===== config.mk =====
export PLATFORM = sky130hd
export DESIGN_NAME = csel_unit
export DESIGN_NICKNAME = d
export VERILOG_FILES = /design/src/rtl/csel_pkg.sv /design/src/rtl/csel_regs.sv /design/src/rtl/csel_match.sv /design/src/rtl/csel_cycle.sv /design/src/rtl/csel_unit.sv
export SDC_FILE = /design/constraint.sdc
export NUM_CORES = 1
export LEC_CHECK = 0
export ABC_AREA = 1
export BUFFER_PORTS_ARGS = -buffer_cell sky130_fd_sc_hd__buf_4
export CAP_MARGIN = 20
export CELL_PAD_IN_SITES_DETAIL_PLACEMENT = 1
export CELL_PAD_IN_SITES_GLOBAL_PLACEMENT = 1
export CORE_MARGIN = 2
export CORE_UTILIZATION = 43
export DETAILED_ROUTE_END_ITERATION = 10
export PLACE_DENSITY_LB_ADDON = 0.1
export SYNTH_ARGS = -nofsm -noshare
export SYNTH_HDL_FRONTEND = slang
export SYNTH_HIERARCHICAL = 1
export SYNTH_SLANG_ARGS = --single-unit
export TNS_END_PERCENT = 5

===== constraint.sdc =====
create_clock -name clk -period 26.2 [get_ports clk]
set_input_delay 2.62 -clock clk [delete_from_list [all_inputs] [get_ports clk]]
set_output_delay 2.62 -clock clk [all_outputs]
set_load 0.02 [all_outputs]

===== src/rtl/csel_pkg.sv =====
`timescale 1ns/1ps
package csel_pkg;
  localparam int CS_WSW   = 3;
  localparam int CS_MAXWS = 6;

  typedef struct packed {
    logic [CS_WSW-1:0] ws;
    logic              aack;
    logic              ro;
    logic              en;
  } attr_t;

  localparam int ATTR_W = $bits(attr_t);

  localparam logic [1:0] FLD_BASE = 2'd0;
  localparam logic [1:0] FLD_MASK = 2'd1;
  localparam logic [1:0] FLD_ATTR = 2'd2;
endpackage


===== src/rtl/csel_regs.sv =====
`timescale 1ns/1ps
module csel_regs
  import csel_pkg::*;
#(
  parameter int NCH = 16,
  parameter int AW  = 24,
  localparam int CHW = $clog2(NCH)
) (
  input  logic                     clk,
  input  logic                     rst_n,
  input  logic                     cfg_we,
  input  logic [CHW-1:0]           cfg_ch,
  input  logic [1:0]               cfg_fld,
  input  logic [AW-1:0]            cfg_wdata,
  output logic [NCH-1:0][AW-1:0]   base,
  output logic [NCH-1:0][AW-1:0]   mask,
  output attr_t [NCH-1:0]          attr
);
  for (genvar i = 0; i < NCH; i++) begin : g_ch
    logic sel_ch, en_base, en_mask, en_attr;
    assign sel_ch  = cfg_we && (cfg_ch == CHW'(i));
    assign en_base = sel_ch && (cfg_fld == FLD_BASE);
    assign en_mask = sel_ch && (cfg_fld == FLD_MASK);
    assign en_attr = sel_ch && (cfg_fld == FLD_ATTR);

    always_ff @(posedge clk or negedge rst_n) begin
      if (!rst_n) begin
        base[i] <= '0;
        mask[i] <= '0;
        attr[i] <= '0;
      end else begin
        if (en_base) base[i] <= cfg_wdata;
        if (en_mask) mask[i] <= cfg_wdata;
        if (en_attr) attr[i] <= attr_t'(cfg_wdata[ATTR_W-1:0]);
      end
    end
  end
endmodule


===== src/rtl/csel_match.sv =====
`timescale 1ns/1ps
module csel_match
  import csel_pkg::*;
#(
  parameter int NCH = 16,
  parameter int AW  = 24
) (
  input  logic [AW-1:0]            addr,
  input  logic [NCH-1:0][AW-1:0]   base,
  input  logic [NCH-1:0][AW-1:0]   mask,
  input  attr_t [NCH-1:0]          attr,
  output logic [NCH-1:0]           win_oh,
  output logic                     win_any,
  output logic                     win_ro,
  output logic                     win_aack,
  output logic [CS_WSW-1:0]        win_ws
);
  localparam logic [CS_WSW-1:0] WS_CAP = CS_WSW'(CS_MAXWS);

  logic [NCH-1:0] hit_raw;
  attr_t          win_attr;

  for (genvar i = 0; i < NCH; i++) begin : g_cmp
    assign hit_raw[i] = attr[i].en && ((addr & mask[i]) == (base[i] & mask[i]));
  end

  always_comb begin
    win_oh   = '0;
    win_any  = 1'b0;
    win_attr = '0;
    for (int i = 0; i < NCH; i++) begin
      if (hit_raw[i] && !win_any) begin
        win_oh[i] = 1'b1;
        win_any   = 1'b1;
        win_attr  = attr[i];
      end
    end
  end

  assign win_ro   = win_attr.ro;
  assign win_aack = win_attr.aack;
  assign win_ws   = (win_attr.ws > WS_CAP) ? WS_CAP : win_attr.ws;
endmodule


===== src/rtl/csel_cycle.sv =====
`timescale 1ns/1ps
module csel_cycle
  import csel_pkg::*;
#(
  parameter int NCH = 16
) (
  input  logic               clk,
  input  logic               rst_n,
  input  logic               as_n,
  input  logic               rw,
  input  logic [NCH-1:0]     win_oh,
  input  logic               win_any,
  input  logic               win_ro,
  input  logic               win_aack,
  input  logic [CS_WSW-1:0]  win_ws,
  output logic [NCH-1:0]     cs_n,
  output logic               dtack_n,
  output logic               berr_n
);
  logic              as_d_q, as_d_d;
  logic [NCH-1:0]    sel_q, sel_d;
  logic              err_q, err_d;
  logic              aack_q, aack_d;
  logic [CS_WSW-1:0] wcnt_q, wcnt_d;
  logic              start, blocked;

  assign start   = as_d_q && !as_n;
  assign blocked = win_any && win_ro && !rw;

  always_comb begin
    as_d_d = as_n;
    sel_d  = sel_q;
    err_d  = err_q;
    aack_d = aack_q;
    wcnt_d = wcnt_q;
    if (as_n) begin
      sel_d  = '0;
      err_d  = 1'b0;
      aack_d = 1'b0;
      wcnt_d = '0;
    end else if (start) begin
      sel_d  = blocked ? '0 : win_oh;
      err_d  = blocked;
      aack_d = win_any && win_aack && !blocked;
      wcnt_d = win_ws;
    end else if (wcnt_q != '0) begin
      wcnt_d = wcnt_q - 1'b1;
    end
  end

  always_ff @(posedge clk or negedge rst_n) begin
    if (!rst_n) begin
      as_d_q <= 1'b1;
      sel_q  <= '0;
      err_q  <= 1'b0;
      aack_q <= 1'b0;
      wcnt_q <= '0;
    end else begin
      as_d_q <= as_d_d;
      sel_q  <= sel_d;
      err_q  <= err_d;
      aack_q <= aack_d;
      wcnt_q <= wcnt_d;
    end
  end

  assign cs_n    = ~sel_q;
  assign berr_n  = ~err_q;
  assign dtack_n = ~(aack_q && (wcnt_q == '0));
endmodule


===== src/rtl/csel_unit.sv =====
`timescale 1ns/1ps
module csel_unit
  import csel_pkg::*;
#(
  parameter int NCH = 16,
  parameter int AW  = 24,
  localparam int CHW = $clog2(NCH)
) (
  input  logic            clk,
  input  logic            rst_n,
  input  logic            cfg_we,
  input  logic [CHW-1:0]  cfg_ch,
  input  logic [1:0]      cfg_fld,
  input  logic [AW-1:0]   cfg_wdata,
  input  logic            as_n,
  input  logic            rw,
  input  logic [AW-1:0]   addr,
  output logic [NCH-1:0]  cs_n,
  output logic            dtack_n,
  output logic            berr_n
);
  logic [1:0] rst_sync_q;
  logic       rst_s;

  always_ff @(posedge clk or negedge rst_n) begin
    if (!rst_n) rst_sync_q <= 2'b00;
    else        rst_sync_q <= {rst_sync_q[0], 1'b1};
  end
  assign rst_s = rst_sync_q[1];

  logic [NCH-1:0][AW-1:0] base, mask;
  attr_t [NCH-1:0]        attr;
  logic [NCH-1:0]         win_oh;
  logic                   win_any, win_ro, win_aack;
  logic [CS_WSW-1:0]      win_ws;

  csel_regs #(.NCH(NCH), .AW(AW)) u_regs (
    .clk(clk), .rst_n(rst_s), .cfg_we(cfg_we), .cfg_ch(cfg_ch),
    .cfg_fld(cfg_fld), .cfg_wdata(cfg_wdata),
    .base(base), .mask(mask), .attr(attr)
  );

  csel_match #(.NCH(NCH), .AW(AW)) u_match (
    .addr(addr), .base(base), .mask(mask), .attr(attr),
    .win_oh(win_oh), .win_any(win_any), .win_ro(win_ro),
    .win_aack(win_aack), .win_ws(win_ws)
  );

  csel_cycle #(.NCH(NCH)) u_cycle (
    .clk(clk), .rst_n(rst_s), .as_n(as_n), .rw(rw),
    .win_oh(win_oh), .win_any(win_any), .win_ro(win_ro),
    .win_aack(win_aack), .win_ws(win_ws),
    .cs_n(cs_n), .dtack_n(dtack_n), .berr_n(berr_n)
  );
endmodule


# Word level (Yosys, flattened, before mapping)
# Cells that the tools add are included.
[totals] regBits=888 latch_bits=0 ram_bits=0 rom_bits=0 inputBits=59 word_cells=355 n_memories=0
[op_classes] n_addsub=1 n_mul=0 n_div=0 order_cmp=1 n_eq_ne=33 shifts=0 n_mux=58 bitwise_logic=35 reduce_logical=125
[op_table] cell="AND 24 bit" count=32
[op_table] cell="== test 24 bit" count=16
[op_table] cell="logical AND 1 bit" count=101
[op_table] cell="2-to-1 mux 6 bit" count=16
[op_table] cell="2-to-1 mux 16 bit" count=3
[op_table] cell="2-to-1 mux 1 bit" count=35
[op_table] cell="== test 4 bit, second input constant" count=8
[op_table] cell="zero test 1 bit" count=18
[op_table] cell="== test 4 x 3 -> 1 bit, second input constant" count=4
[op_table] cell="NOT 16 bit" count=1
[op_table] cell="2-to-1 mux 3 bit" count=4
[op_table] cell="== test 4 x 2 -> 1 bit, second input constant" count=2
[op_table] cell="nonzero test 3 bit" count=2
[op_table] cell="== test 4 x 1 -> 1 bit, second input constant" count=1
[op_table] cell="zero test 4 bit" count=1
[op_table] cell="greater-than comparator 3 bit, second input constant" count=1
[op_table] cell="zero test 3 bit" count=1
[op_table] cell="subtractor 3 x 1 -> 3 bit, second input constant" count=1
[op_table] cell="== test 2 x 1 -> 1 bit, second input constant" count=1
[op_table] cell="== test 2 bit, second input constant" count=1
[op_table] cell="zero test 2 bit" count=1
[op_table] cell="NOT 1 bit" count=2
[op_table] cell="nonzero test 2 bit" count=1

# Longest topological paths before layout
[depth] word_depth=55 depth_mapped=35

# Hierarchy
# The synthesis kept the hierarchy.
[by_module_without_submodules] mod="csel_regs" n_inst=1 cells_per_inst=3875 area_per_inst_um2=34541.9 seq_area_each_um2=21620.7
[by_module_without_submodules] mod="csel_match" n_inst=1 cells_per_inst=2051 area_per_inst_um2=10199.8 seq_area_each_um2=0.0
[by_module_without_submodules] mod="csel_cycle" n_inst=1 cells_per_inst=131 area_per_inst_um2=1073.5 seq_area_each_um2=551.8
[by_module_without_submodules] mod="csel_unit" n_inst=1 cells_per_inst=3 area_per_inst_um2=53.8 seq_area_each_um2=50.0

# Worst setup path after synthesis
# Ideal clock, no wire load.
[synth_timing] path_type="input to register" from="input port addr[19]" to="register u_cycle.sel_q[0]" setup_ns=0.117 arrival_time_ns=5.217 required_ns=26.083 slack_ns=20.866 path_stages=27 cell_sequence="buf_2 > nand2_1 > nand3_2 > and2_1 > nand4_1 > nor2_1 > nand2_2 > nand2_2 > nor2_4 > nand4_4 > nor3_4 > nand2_2 > nor2_2 > nand2_2 > nor2_4 > nand2_4 > inv_4 > nand2_4 > nor2_4 > inv_2 > nor2_8 > nand2_1 > nand4_1 > nand3b_2 > clkbuf_8 > nand3_1 > nand2_1"
[synth_between] elab_chain_len=54 elab_cells_between_ends=115 classes_between="eq/ne (16); mux (35); bitwise (16); reduce/logical (48)"
[synth_lines] item="start, declared" line="csel_unit.sv:17" text="input logic [AW-1:0] addr,"
[synth_lines] item="AND 24 bit" line="csel_match.sv:24" text="assign hit_raw[i] = attr[i].en && ((addr & mask[i]) == (base[i] & mask[i]));"
[synth_lines] item="== test 24 bit" line="csel_match.sv:24"
[synth_lines] item="logical AND 1 bit" line="csel_match.sv:24"
[synth_lines] item="2-to-1 mux 1 bit" line="csel_match.sv:32" text="if (hit_raw[i] && !win_any) begin"
[synth_lines] item="zero test 1 bit" line="csel_match.sv:32"
[synth_lines] item="logical AND 1 bit" line="csel_match.sv:32"
[synth_lines] item="2-to-1 mux 1 bit" line="csel_match.sv:32"
[synth_lines] item="zero test 1 bit" line="csel_match.sv:32"
[synth_lines] item="[38 not listed]"
[synth_lines] item="zero test 1 bit" line="csel_match.sv:32"
[synth_lines] item="logical AND 1 bit" line="csel_match.sv:32"
[synth_lines] item="2-to-1 mux 6 bit *" line="csel_match.sv:32"
[synth_lines] item="named net win_ro" line="csel_unit.sv:34" text="logic win_any, win_ro, win_aack;"
[synth_lines] item="logical AND 1 bit * (2 in a row)" line="csel_cycle.sv:28" text="assign blocked = win_any && win_ro && !rw;"
[synth_lines] item="2-to-1 mux 16 bit *" line="csel_cycle.sv:42" text="sel_d = blocked ? '0 : win_oh;"
[synth_lines] item="2-to-1 mux 16 bit *" line="csel_cycle.sv:41" text="end else if (start) begin"
[synth_lines] item="2-to-1 mux 16 bit *" line="csel_cycle.sv:36" text="if (as_n) begin"
[synth_lines] item="end signal, assigned" line="csel_cycle.sv:60" text="sel_q <= sel_d;"
[synth_lines] item="end, declared" line="csel_cycle.sv:21" text="logic [NCH-1:0] sel_q, sel_d;"
# Mark *: on every way through the listed nets, which the timed path passes. The rest lies on a longest branch. The select of a mux whose other input is x is not followed.
# A chain may end at the register's enable or synchronous reset.

# Worst setup path after layout
[layout_timing] from="input port addr[1]" to="register u_cycle.sel_q[11]"
# Same word-level chain as after synthesis.

==> flow_summary.toml <==
[status]
status = "finished clean"

[global_routing]
met2_usage_pct = 55.1
grt_pass1_vias = 42885
grt_pass1_wl_um = 276000
gr-max-usage-layer = "met2"
met3_usage_pct = 4.76
grt-ovfl-total = 0
grt_start_max_net_pins = 159
grtUsageTotal_pct = 33.5
antenna_found_initial = 4
met1_usage_pct = 45.3

[setup_path]
required_ns = 26.83
r2r_cells = 4
critPathLaunchType = "input pin"
reg2reg_from = "rst_sync_q[1]"
endpoint_kind = "register"
crit_arrival_ns = 6.82
worstPathMaxFanout = 23
reg2reg_setup_slack_ns = 21.92
r2r_end = "u_regs/mask[62]"
crit_type = "in2reg"

[floorplanning]
start_util_pct = 43.5
rows = 119
ios = 77
die_h_um = 331
die_w_um = 331
die_area_um2 = 109000
core_um2 = 106000

[detailed_routing]
dr_total_vias = 42843
final_antenna_net_count = 0
viasPerCell = 5.84
wl_per_cell_um = 25.1
drtIter0Drc = 3579
firstDrtPassIters = 5
wirelength_um = 184000
drc_errors = 0

[clocking]
cts-resized-gates = 0
cts.htree.levels = 3
clkLatencyLatePin_ns = 0.70
clkTransAtPathRegs_ns = 0.06
cts.sinks = 888
cts_max_path_buffers = 3
post_cts_buffers = 0
cts_tree = "built"
numCtsBuffers = 103
cts_root_buf = "clkbuf_16"
ctsHoldBuffers = 0

[sta]
relSlewSlack_pct = 26.9
worst_pin_slew_ns = 1.09
hold_viol = 0
clock_skew_ns = 0.0191
grt_setup_unrepaired = "no"
report.final.slew_viol_count = 0
fin_crit_sh_pct = 23.6
final.setup.tns_ns = 0
finalCriticalPeriod_ns = 6.19
clock.fmax_mhz = 162
setup_violations = 0

[run]
cap_violations = 0

[power_and_ir_drop]
powerDensity_nw_per_um2 = 76.2
ir_drop_mv = 0.0510
finalPower_mw = 3.83
p_leak_nw = 26.3

[final_layout]
multiInputGateArea_um2 = 20600
nFillCells = 13120
regArea_um2 = 22200
layout-area-overhead-vs-synth_pct = 9.73
drive_above_1_share_pct = 7.21
nets = 5930
num_antenna_cells = 0

[yosys]
syn_area_um2 = 45900
synthFlopType = "dfrtp_1"
yosys.area.top_type = "dfrtp_1"
ys_types = 57
synth_top_area_share_pct = 48.4
synth_edf_count = 0
synth_seq_cells = 888
synth_most_common_cell = "nand2_1"
syn_nets = 6121
async_flop_share_pct = 100
postSynthAreaPerCell_um2 = 7.57
ys_seq_area_share_pct = 48.4
syn_inst = 6060
yosys_warnings = 6
ys_top_cells_by_count = "nand2_1, dfrtp_1, nand3_1"
synth_area_leaders = "dfrtp_1, nand2_1, nand3_1"

[hold_path]
min_to = "rst_sync_q[1]"
min_from = "rst_sync_q[0]"
hold_class = "reg2reg"
min_path_cells = 0

[placed_design]
gp_congestion = 0.910
port_buffers = 76
place_hpwl_um = 105000
-- worst max-delay path by stage --
stage / from / end / depth (start not counted)
2_1_floorplan: rst_sync_q[1] / u_cycle/aack_q / 0
3_3_place_gp: addr[10] / u_cycle/sel_q[6] / 28
3_5_place_dp: addr[10] / u_cycle/err_q / 27
4_1_cts: addr[10] / u_cycle/sel_q[11] / 28
5_1_grt: addr[10] / u_cycle/sel_q[2] / 28
6_report: addr[1] / u_cycle/sel_q[11] / 23
-- layout by cell type (no fill, tap or decap), drive strengths merged, types with 9 or more instances in the layout --
cell / Yosys / final
a21o: 22 / 22
a21oi: 172 / 172
buf: 257 / 137
clkbuf: 176 / 160
clkinv: 0 / 12
dfrtp: 887 / 887
inv: 301 / 304
nand2: 2267 / 2267
nand3: 830 / 830
nand3b: 32 / 32
nand4: 354 / 354
nor2: 250 / 250
nor3: 46 / 46
nor3b: 9 / 9
nor4: 43 / 43
nor4b: 14 / 14
o21a: 29 / 29
o21ai: 234 / 234
or2: 54 / 54
xor2: 49 / 49
-- report_power, final --
group | leakage [nW] | internal [mW] | switching (mW)
Combinational | 12.7 | 0.202 | 0.459
Clock | 1.71 | 0.893 | 0.610
Sequential | 11.9 | 1.55 | 0.123
-- worst max-delay path, stage by stage --
cell	delay, ns
buf_4	0.49
inv_1	0.25
nand3_1	0.13
nand2_1	0.12
nor4_1	0.39
nand3_1	0.15
nor3_1	0.77
inv_1	0.17
nand2_2	0.12
nor2_2	0.05
nand2_2	0.13
nor2_4	0.06
nand2_4	0.12
inv_4	0.06
nand2_4	0.06
nor2_4	0.05
inv_2	0.13
nor2_8	0.05
nand2_1	0.08
nand4_1	0.12
nand3b_2	0.42
nand3_1	0.13
nand2_1	0.11
-- per-layer routing --
layer  vias to the layer above  share of wire, %
met5                         -                 0
met4                         0               3.8
met3                       307               5.4
met2                      1197                47
met1                     21801                44
li1                      19538                 -
-- sequential cells by signal (all words and copies together) (netlist names) --
name            count
u_cycle/wcnt_q      3
u_cycle/aack_q      1
u_regs/attr        96
u_cycle/sel_q      16
u_cycle/err_q       1
u_regs/base       384
u_cycle/as_d_q      1
rst_sync_q          2
u_regs/mask       384
-- per-stage QoR --
| stage | hold slack (ns) | instance area [µm²] | util [%] | setup slack [ns] | cells |
|---|---|---|---|---|---|
| 2_1_floorplan | 0.331 | 45900 | - | 11.79 | 6060 |
| 3_3_place_gp | 0.334 | 46700 | 44.3 | 19.42 | 7145 |
| 3_5_place_dp | 0.339 | 46800 | 44.3 | 19.33 | 7147 |
| 4_1_cts | 0.352 | 50200 | 47.6 | 20.07 | 7332 |
| 5_1_grt | 0.354 | 50300 | 47.7 | 19.75 | 7340 |
| 6_report | 0.349 | 50300 | 47.7 | 20.01 | 7340 |
-- cell families (layout without fill, tap and decap cells) --
kind of cell,count (synthesis),in the layout,synth area share (%)
DFF,888,888,48.4
AOI/OAI and AO/OA,472,472,5.61
adders and majority gates,2,2,0.0545
and+or+nand+nor,3914,3914,38.0
buffers and inverters,734,623,6.96
xor gates and xnor gates,49,49,0.936
other,1,1,0.00818
-- cell type report --
type | count | share of cell area [%]
sequential | 888 | 44.2
multi-input combinational | 4438 | 40.9
clock buffer | 160 | 6.21
tap | 1391 | 3.46
timing repair buffer | 137 | 2.36
inverter | 301 | 2.25
clock inverter | 25 | 0.686
Note: power is estimated with default switching activity, not from simulation.
